`src/rtl/nanq_pkg.sv`:
```
package nanq_pkg;

    localparam int unsigned DP_EXP_W  = 11;
    localparam int unsigned DP_FRAC_W = 52;

    typedef enum logic [0:0] {
        ST_EMPTY = 1'b0,
        ST_HOLD  = 1'b1
    } slot_state_e;

    typedef struct packed {
        logic is_nan;
        logic is_snan;
    } nan_class_t;

endpackage

```
`src/rtl/nanq_classify.sv`:
```
module nanq_classify #(
    parameter int unsigned EXP_W  = nanq_pkg::DP_EXP_W,
    parameter int unsigned FRAC_W = nanq_pkg::DP_FRAC_W
) (
    input  logic [EXP_W-1:0]    exp_field,
    input  logic [FRAC_W-1:0]   frac_field,
    input  logic                mode2008,
    output nanq_pkg::nan_class_t cls
);
    localparam int unsigned QBIT = FRAC_W - 1;

    logic exp_all_ones;
    logic frac_nonzero;
    logic top_bit_says_signal;

    always_comb begin
        exp_all_ones        = &exp_field;
        frac_nonzero        = |frac_field;
        top_bit_says_signal = frac_field[QBIT] ^ mode2008;
        cls.is_nan          = exp_all_ones & frac_nonzero;
        cls.is_snan         = exp_all_ones & frac_nonzero & top_bit_says_signal;
    end

endmodule

```
`src/rtl/nanq_quieter.sv`:
```
module nanq_quieter #(
    parameter int unsigned FRAC_W = nanq_pkg::DP_FRAC_W
) (
    input  logic [FRAC_W-1:0] frac_in,
    input  logic              mode2008,
    input  logic              apply,
    output logic [FRAC_W-1:0] frac_out
);
    localparam int unsigned QBIT = FRAC_W - 1;
    localparam logic [FRAC_W-1:0] QMASK = FRAC_W'(1) << QBIT;

    logic [FRAC_W-1:0] frac_2008;
    logic [FRAC_W-1:0] frac_cleared;
    logic [FRAC_W-1:0] frac_legacy;

    always_comb begin
        frac_2008    = frac_in | QMASK;
        frac_cleared = frac_in & ~QMASK;
    end

    generate
        if (FRAC_W >= 2) begin : g_repair
            localparam logic [FRAC_W-1:0] RMASK = FRAC_W'(1) << (QBIT - 1);
            always_comb begin
                if (frac_cleared == '0) begin
                    frac_legacy = frac_cleared | RMASK;
                end else begin
                    frac_legacy = frac_cleared;
                end
            end
        end else begin : g_no_repair
            always_comb frac_legacy = frac_cleared;
        end
    endgenerate

    always_comb begin
        if (!apply) begin
            frac_out = frac_in;
        end else if (mode2008) begin
            frac_out = frac_2008;
        end else begin
            frac_out = frac_legacy;
        end
    end

endmodule

```
`src/rtl/nanq_ctrl.sv`:
```
module nanq_ctrl (
    input  logic clk,
    input  logic rst_n,
    input  logic in_valid,
    input  logic out_ready,
    output logic in_ready,
    output logic load,
    output logic out_valid
);
    import nanq_pkg::*;

    slot_state_e state_q;
    slot_state_e state_d;

    always_ff @(posedge clk) begin
        if (!rst_n) begin
            state_q <= ST_EMPTY;
        end else begin
            state_q <= state_d;
        end
    end

    always_comb begin
        in_ready  = (state_q == ST_EMPTY) || out_ready;
        load      = in_valid && in_ready;
        out_valid = (state_q == ST_HOLD);
        state_d   = state_q;
        unique case (state_q)
            ST_EMPTY: begin
                if (load) begin
                    state_d = ST_HOLD;
                end
            end
            ST_HOLD: begin
                if (out_ready && !load) begin
                    state_d = ST_EMPTY;
                end
            end
            default: state_d = ST_EMPTY;
        endcase
    end

endmodule

```
`src/rtl/nanq_sticky.sv`:
```
module nanq_sticky (
    input  logic clk,
    input  logic rst_n,
    input  logic set,
    input  logic clr,
    output logic flag
);
    always_ff @(posedge clk) begin
        if (!rst_n) begin
            flag <= 1'b0;
        end else if (set) begin
            flag <= 1'b1;
        end else if (clr) begin
            flag <= 1'b0;
        end
    end

endmodule

```
`src/rtl/nanq_unit.sv`:
```
module nanq_unit #(
    parameter int unsigned EXP_W  = nanq_pkg::DP_EXP_W,
    parameter int unsigned FRAC_W = nanq_pkg::DP_FRAC_W,
    localparam int unsigned OP_W  = 1 + EXP_W + FRAC_W
) (
    input  logic            clk,
    input  logic            rst_n,
    input  logic            in_valid,
    output logic            in_ready,
    input  logic [OP_W-1:0] in_data,
    input  logic            in_quiet,
    input  logic            in_mode2008,
    output logic            out_valid,
    input  logic            out_ready,
    output logic [OP_W-1:0] out_data,
    output logic            out_is_nan,
    output logic            out_is_snan,
    input  logic            clr_invalid,
    output logic            out_invalid
);
    import nanq_pkg::*;

    logic                 op_sign;
    logic [EXP_W-1:0]     op_exp;
    logic [FRAC_W-1:0]    op_frac;
    logic [FRAC_W-1:0]    res_frac;
    nan_class_t           op_cls;
    nan_class_t           cls_q;
    logic                 apply_quiet;
    logic                 load;
    logic [OP_W-1:0]      data_q;

    always_comb begin
        op_sign     = in_data[OP_W-1];
        op_exp      = in_data[OP_W-2:FRAC_W];
        op_frac     = in_data[FRAC_W-1:0];
        apply_quiet = in_quiet && op_cls.is_snan;
    end

    nanq_classify #(.EXP_W(EXP_W), .FRAC_W(FRAC_W)) u_classify (
        .exp_field (op_exp),
        .frac_field(op_frac),
        .mode2008  (in_mode2008),
        .cls       (op_cls)
    );

    nanq_quieter #(.FRAC_W(FRAC_W)) u_quieter (
        .frac_in (op_frac),
        .mode2008(in_mode2008),
        .apply   (apply_quiet),
        .frac_out(res_frac)
    );

    nanq_ctrl u_ctrl (
        .clk      (clk),
        .rst_n    (rst_n),
        .in_valid (in_valid),
        .out_ready(out_ready),
        .in_ready (in_ready),
        .load     (load),
        .out_valid(out_valid)
    );

    nanq_sticky u_invalid (
        .clk  (clk),
        .rst_n(rst_n),
        .set  (load && apply_quiet),
        .clr  (clr_invalid),
        .flag (out_invalid)
    );

    always_ff @(posedge clk) begin
        if (!rst_n) begin
            data_q <= '0;
            cls_q  <= '0;
        end else if (load) begin
            data_q <= {op_sign, op_exp, res_frac};
            cls_q  <= op_cls;
        end
    end

    always_comb begin
        out_data    = data_q;
        out_is_nan  = cls_q.is_nan;
        out_is_snan = cls_q.is_snan;
    end

endmodule

```
`config.mk`:
```
export PLATFORM = sky130hd
export DESIGN_NAME = nanq_unit
export DESIGN_NICKNAME = d
export VERILOG_FILES = /design/src/rtl/nanq_pkg.sv /design/src/rtl/nanq_classify.sv /design/src/rtl/nanq_quieter.sv /design/src/rtl/nanq_ctrl.sv /design/src/rtl/nanq_sticky.sv /design/src/rtl/nanq_unit.sv
export SDC_FILE = /design/constraint.sdc
export NUM_CORES = 1
export LEC_CHECK = 0
export ABC_CLOCK_PERIOD_IN_PS = 1950
export CELL_PAD_IN_SITES_DETAIL_PLACEMENT = 0
export CELL_PAD_IN_SITES_GLOBAL_PLACEMENT = 2
export CORE_MARGIN = 2
export CORE_UTILIZATION = 18
export CTS_CLUSTER_SIZE = 24
export DETAILED_ROUTE_END_ITERATION = 6
export PLACE_DENSITY = 0.75
export SLEW_MARGIN = 20
export SYNTH_ARGS = -nofsm -noshare
export SYNTH_HDL_FRONTEND = slang
export SYNTH_SLANG_ARGS = --single-unit
```
`constraint.sdc`:
```
create_clock -name clk -period 1.95 [get_ports clk]
set_input_delay 0.585 -clock clk [delete_from_list [all_inputs] [get_ports clk]]
set_output_delay 0.585 -clock clk [all_outputs]
set_load 0.02 [all_outputs]
```
=== After elaboration in Yosys (flattened, before gate mapping) ===
Cells that the tools add are included.

* Flip-flop bits (word level): 68
* Input bits: 71
* Output and inout port bits: 69
* Logic and storage cells: 27

* Muxes and demuxes: 8
* Bitwise logic cells: 4
* Reductions and logical operators: 10

{| class="wikitable"
|+ Operators by type and width
! kind !! number
|-
| 52-bit two-way mux || 2
|-
| 52-bit logical NOT || 1
|-
| 52-bit OR reduction || 1
|-
| 51-bit two-way mux || 1
|-
| 11-bit AND reduction || 1
|-
| 1-bit logical AND || 4
|-
| 1-bit two-way mux || 4
|-
| 1-bit bitwise AND || 2
|-
| 1-bit case mux with 2 select lines || 1
|-
| 2-bit nonzero test || 1
|-
| 1-bit logical NOT || 1
|-
| 1-bit logical OR || 1
|-
| 1-bit inverter || 1
|-
| 1-bit XOR || 1
|}

=== Depth between registers and ports, before layout ===
* Depth after elaboration: 7
* Mapped depth: 6
* Mapped depth without buffers: 5

=== Cells and area by module ===
A second synthesis with hierarchy kept.

* Cells, all modules: 319
* Area total of the unflattened synthesis: 3363.2 um^2

{| class="wikitable"
|+ Modules (own cells, without submodules)
! module !! times used !! cells each !! area an instance (um^2) !! sequential area each (um^2)
|-
| nanq_unit || 1 || 215 || 2539.9 || 1321.3
|-
| nanq_quieter || 1 || 70 || 536.8 || 0.0
|-
| nanq_classify || 1 || 26 || 187.7 || 0.0
|-
| nanq_ctrl || 1 || 5 || 57.6 || 20.0
|-
| nanq_sticky || 1 || 3 || 41.3 || 20.0
|}

=== Worst setup path after synthesis ===
No wires, ideal clock.

* Path type: input to register
* Start point: input in_data[44]
* End point: register cls_q, in the netlist out_is_snan
* Arrival time: 1810 ps
* Data required time: 1825 ps
* Path slack: 16 ps
* Cell stages on the path: 5
* Buffers on the path: 0
* Cell sequence: nor4_1 -> nand4_1 -> or4_4 -> a221oi_1 -> nor3_1

* Longest elaborated chain between the ends: 3

{| class="wikitable"
|+ RTL lines
! item !! RTL line !! RTL
|-
| start, declared || nanq_unit.sv:10 || <nowiki>input logic [OP_W-1:0] in_data,</nowiki>
|-
| 52-bit OR reduction || nanq_classify.sv:18 || <nowiki>frac_nonzero = |frac_field;</nowiki>
|-
| 1-bit bitwise AND (2 in a row) || nanq_classify.sv:21 || <nowiki>cls.is_snan = exp_all_ones & frac_nonzero & top_bit_says_signal;</nowiki>
|-
| end signal, assigned || nanq_unit.sv:78 || <nowiki>cls_q <= op_cls;</nowiki>
|-
| end, declared || nanq_unit.sv:28 || <nowiki>nan_class_t cls_q;</nowiki>
|}

No other way between the ends.
A chain may end at the register's enable or synchronous reset.

=== Worst setup path after layout ===
* Start point: input out_ready
* End point: output in_ready

* Longest elaborated chain between the ends: 1

{| class="wikitable"
|+ RTL lines
! item !! RTL line !! RTL
|-
| start, declared || nanq_unit.sv:14 || <nowiki>input logic out_ready,</nowiki>
|-
| 1-bit logical OR || nanq_ctrl.sv:24 || <nowiki>in_ready = (state_q == ST_EMPTY) || out_ready;</nowiki>
|-
| end, declared || nanq_unit.sv:9 || <nowiki>output logic in_ready,</nowiki>
|}

No other way between the ends.

==> results.md <==
* WL final at 9.42 mm
* Max IR drop VDD at 0.312 mV
* Period utilisation layout at 98.7%
* Starting Density at 18.4%
* Core footprint at 0.0138 mm^2
* # setup viols final at 0
* DR DRC count at 0
* Crit Path Category: input port to output port
* Critical-path maximum fanout at 2
* Global-route wire length before repair at ~15 mm
* Post-route ant nets at 0
* DR vias at 2,855
* NetSw at around 0.00095 W
* Boundary pin count at 140
* Synth top area share at 53.6%
* GRT busiest layer: met2
* Logic pwr share at between 10% and 20%
* Sequential-to-total area share from yosys stat at 53.6%
* Critical-path cell list: clkdlybuf4s50_1, nand2b_1, buf_2
* Footprint of the multi-input gates at 0.00118 mm^2
* Cell-internal power at 0.00289 W
* Diodes inserted at 0
* CP endpoint kind: output port
* Synth async-reset ratio at 0%
* Slowest cell on the critical path: clkdlybuf4s50_1
* Htree depth at 3
* PortBufs at 139
* Status: completed
* CTS tree: yes
* GRT overflow at 0
* Clock slew at reported path FFs at approximately 0.05 ns
* Tot GR Track Use at 12.8%
* Sequential power share at roughly 40%
* First-pass iteration count of the detailed router at 4
* Main synth FF type: dfxtp_1
* Syn Area/Cell at 7.79 um^2
* Clock latency on the worst-skew pair at 0.33 ns
* Synth area leader: dfxtp_1
* Initial antenna violation count at 0
* YS warnings at 0
* Largest net degree at the start of global routing at 44
* Main area contributors after synthesis: dfxtp_1 54%, nand2_1 19%, a21oi_1 12%
* Setup slack after layout at ~0.026 ns
* Power Density at between 800 and 900 mW/mm^2
* WP data arrival at 1.34 ns
* Die Area at ~0.015 mm^2
* Final Non-Filler Cells at 678
* Mapped Cells at between 300 and 400
* Cell family with most CP delay: buffers and inverters
* Design area at 0.00475 mm^2
* # clock sinks at 68
* DR WL/cell at 13.9 um
* Max-cap violation count at 0
* # rows at 43
* CP required at 1.36 ns
* Global placement routability congestion at 0.738
* Min Tclk post-route at between 1.5 and 2 ns
* Clk pwr share at 43.4%
* Worst setup SP type: input port
* Cell variety after synth at 24
* Share of layout cells above drive strength 1 at 16.9%
* Die height at 123 um
* Achievable Freq at a little over 500 MHz
* Slowest stage delay, CP at 0.45 ns
* Synthesized cell area at 0.00254 mm^2
* CTS buffer count at 9
* Nets@finish at between 500 and 600
* Final hold violations at 0
* Vias per Instance at about 4.2
* Vias in the first global route at between 2,000 and 3,000
* Maximum clock insertion buffer count at 2
* Final clock skew at 0.00662 ns
* Fill cells at 1,443
* Setup WS pre-CTS at -0.853 ns
* Clock root buffer: clkbuf_16
* Hold crit path type: flop to flop
* Switching fraction of total power at 24.8%
* RSZ-0062 raised after global routing: true
* Area post-placement at 0.00442 mm^2
* GR Layer Usage met3 at 3.90%
* HPWL after DPL at 6.86 mm
* Max-Slew Margin vs Limit at slightly below 80%
* Post-synth EDFFs at 0
* Buffers and inverters on the worst path at 2
* Slew Viols, Final at 0
* Die width at 123 um
* Layout area overhead at 87.2%
* DR iter-0 viols at 101
* Overall power at 0.00385 W
* P_leak at 1.90 nW
* Syn Nets at 397
* Sequential Area at 0.00136 mm^2
* Least-Margin Pin Slew at 0.335 ns
* Grt met1 use at about 15%
* Hold Buf Count CTS at 0
* GR Util met2 at a little over a fifth
* Synthesized flop and latch total at 68
* Placed Cells at 663
final timing paths:
| kind | from | end | slack [ns] | cells past startpoint |
|---|---|---|---|---|
| setup / recovery | out_ready | in_ready | 0.03 | 3 |
| hold / removal | out_data[19] | out_data[19] | 0.45 | 2 |
| setup reg to reg | u_ctrl.out_valid | out_data[44] | 0.62 | 6 |
| hold reg to reg | out_data[19] | out_data[19] | 0.45 | 2 |
routing by layer:
metal | vias up | wire [um]
met5 | - | 0
met4 | 0 | 186
met3 | 10 | 629
met2 | 78 | 4480
met1 | 1338 | 4120
li1 | 1429 | -
repair_timing:
action                                  CTS  global route
setup buffers                             0             1
endpoints found under the setup margin    7             6
pin swaps                                21            17
resized for setup                        90            33
synth_stat cells, types with 2 or more instances:
cell	instances
a21boi_0	6
nand2_1	130
a21oi_1	59
buf_1	6
nand3_1	3
nand4_1	6
clkbuf_1	15
inv_1	3
a31oi_1	2
nor3_1	4
dfxtp_1	68
nor4_1	11
nor2b_1	2
power groups by stage:
stage                     sequential, W  clock [W]  combinational (W)
after CTS                       0.00151    0.00174           0.000674
after detailed placement        0.00154          0           0.000694
final                           0.00151    0.00167           0.000668
after global routing            0.00152    0.00180           0.000729
after floorplan                 0.00163          0           0.000161
after global placement          0.00154          0           0.000694
sequential cells by signal, indices dropped and copies added, names as in the netlist:
signal and cells:
u_ctrl.out_valid 1, u_invalid.flag 1, out_is_nan 1, out_is_snan 1
out_data 64
logic make-up (layout without fill, tap and decap cells):
| kind of cell | count (synthesis) | after routing | share of synthesized area (%) |
|---|---|---|---|
| simple gates | 163 | 163 | 27.8 |
| compound gates | 70 | 70 | 14.9 |
| flops | 68 | 68 | 53.6 |
| buf+inv | 25 | 197 | 3.70 |
metrics by stage:
stage	util, %	hold WS, ns	TNS (ns)
2_1_floorplan	-	0.533	0
3_3_place_gp	32.0	0.443	-6.14
3_5_place_dp	32.0	0.446	-7.21
4_1_cts	34.1	0.454	-0.0263
5_1_grt	34.4	0.476	-0.108
6_report	34.4	0.452	0
worst register-to-register path: cells and delay by family, from the launching register on:
family	cells	cell delay, ns
buf+inv	2	0.47
simple gates	3	0.28
flops	1	0.33
compound gates	1	0.17
final cells by class:
type | count | area share, %
clock buffer | 14 | 5.77
sequential | 68 | 28.6
timing repair buffer | 178 | 35.2
inverter | 4 | 0.316
clock inverter | 1 | 0.632
multi-input combinational | 233 | 24.7
tap | 180 | 4.74
cell usage in the layout (no fill, tap or decap), types with 3 or more instances in the layout:
cell type,Yosys,final
nand2_1,130,129
clkdlybuf4s50_1,0,84
dfxtp_1,68,68
a21oi_1,59,59
buf_4,0,35
dlygate4sd2_1,0,22
clkdlybuf4s15_1,0,12
nor4_2,1,11
clkbuf_16,0,9
buf_2,0,7
dlymetal6s2s_1,0,7
nand4_1,6,6
a21boi_0,6,6
clkbuf_2,0,5
buf_12,0,4
nand3_1,3,3
nor3_1,4,3
inv_1,3,3
clkbuf_8,0,3
No activity file was read; power rests on OpenSTA's default activity.
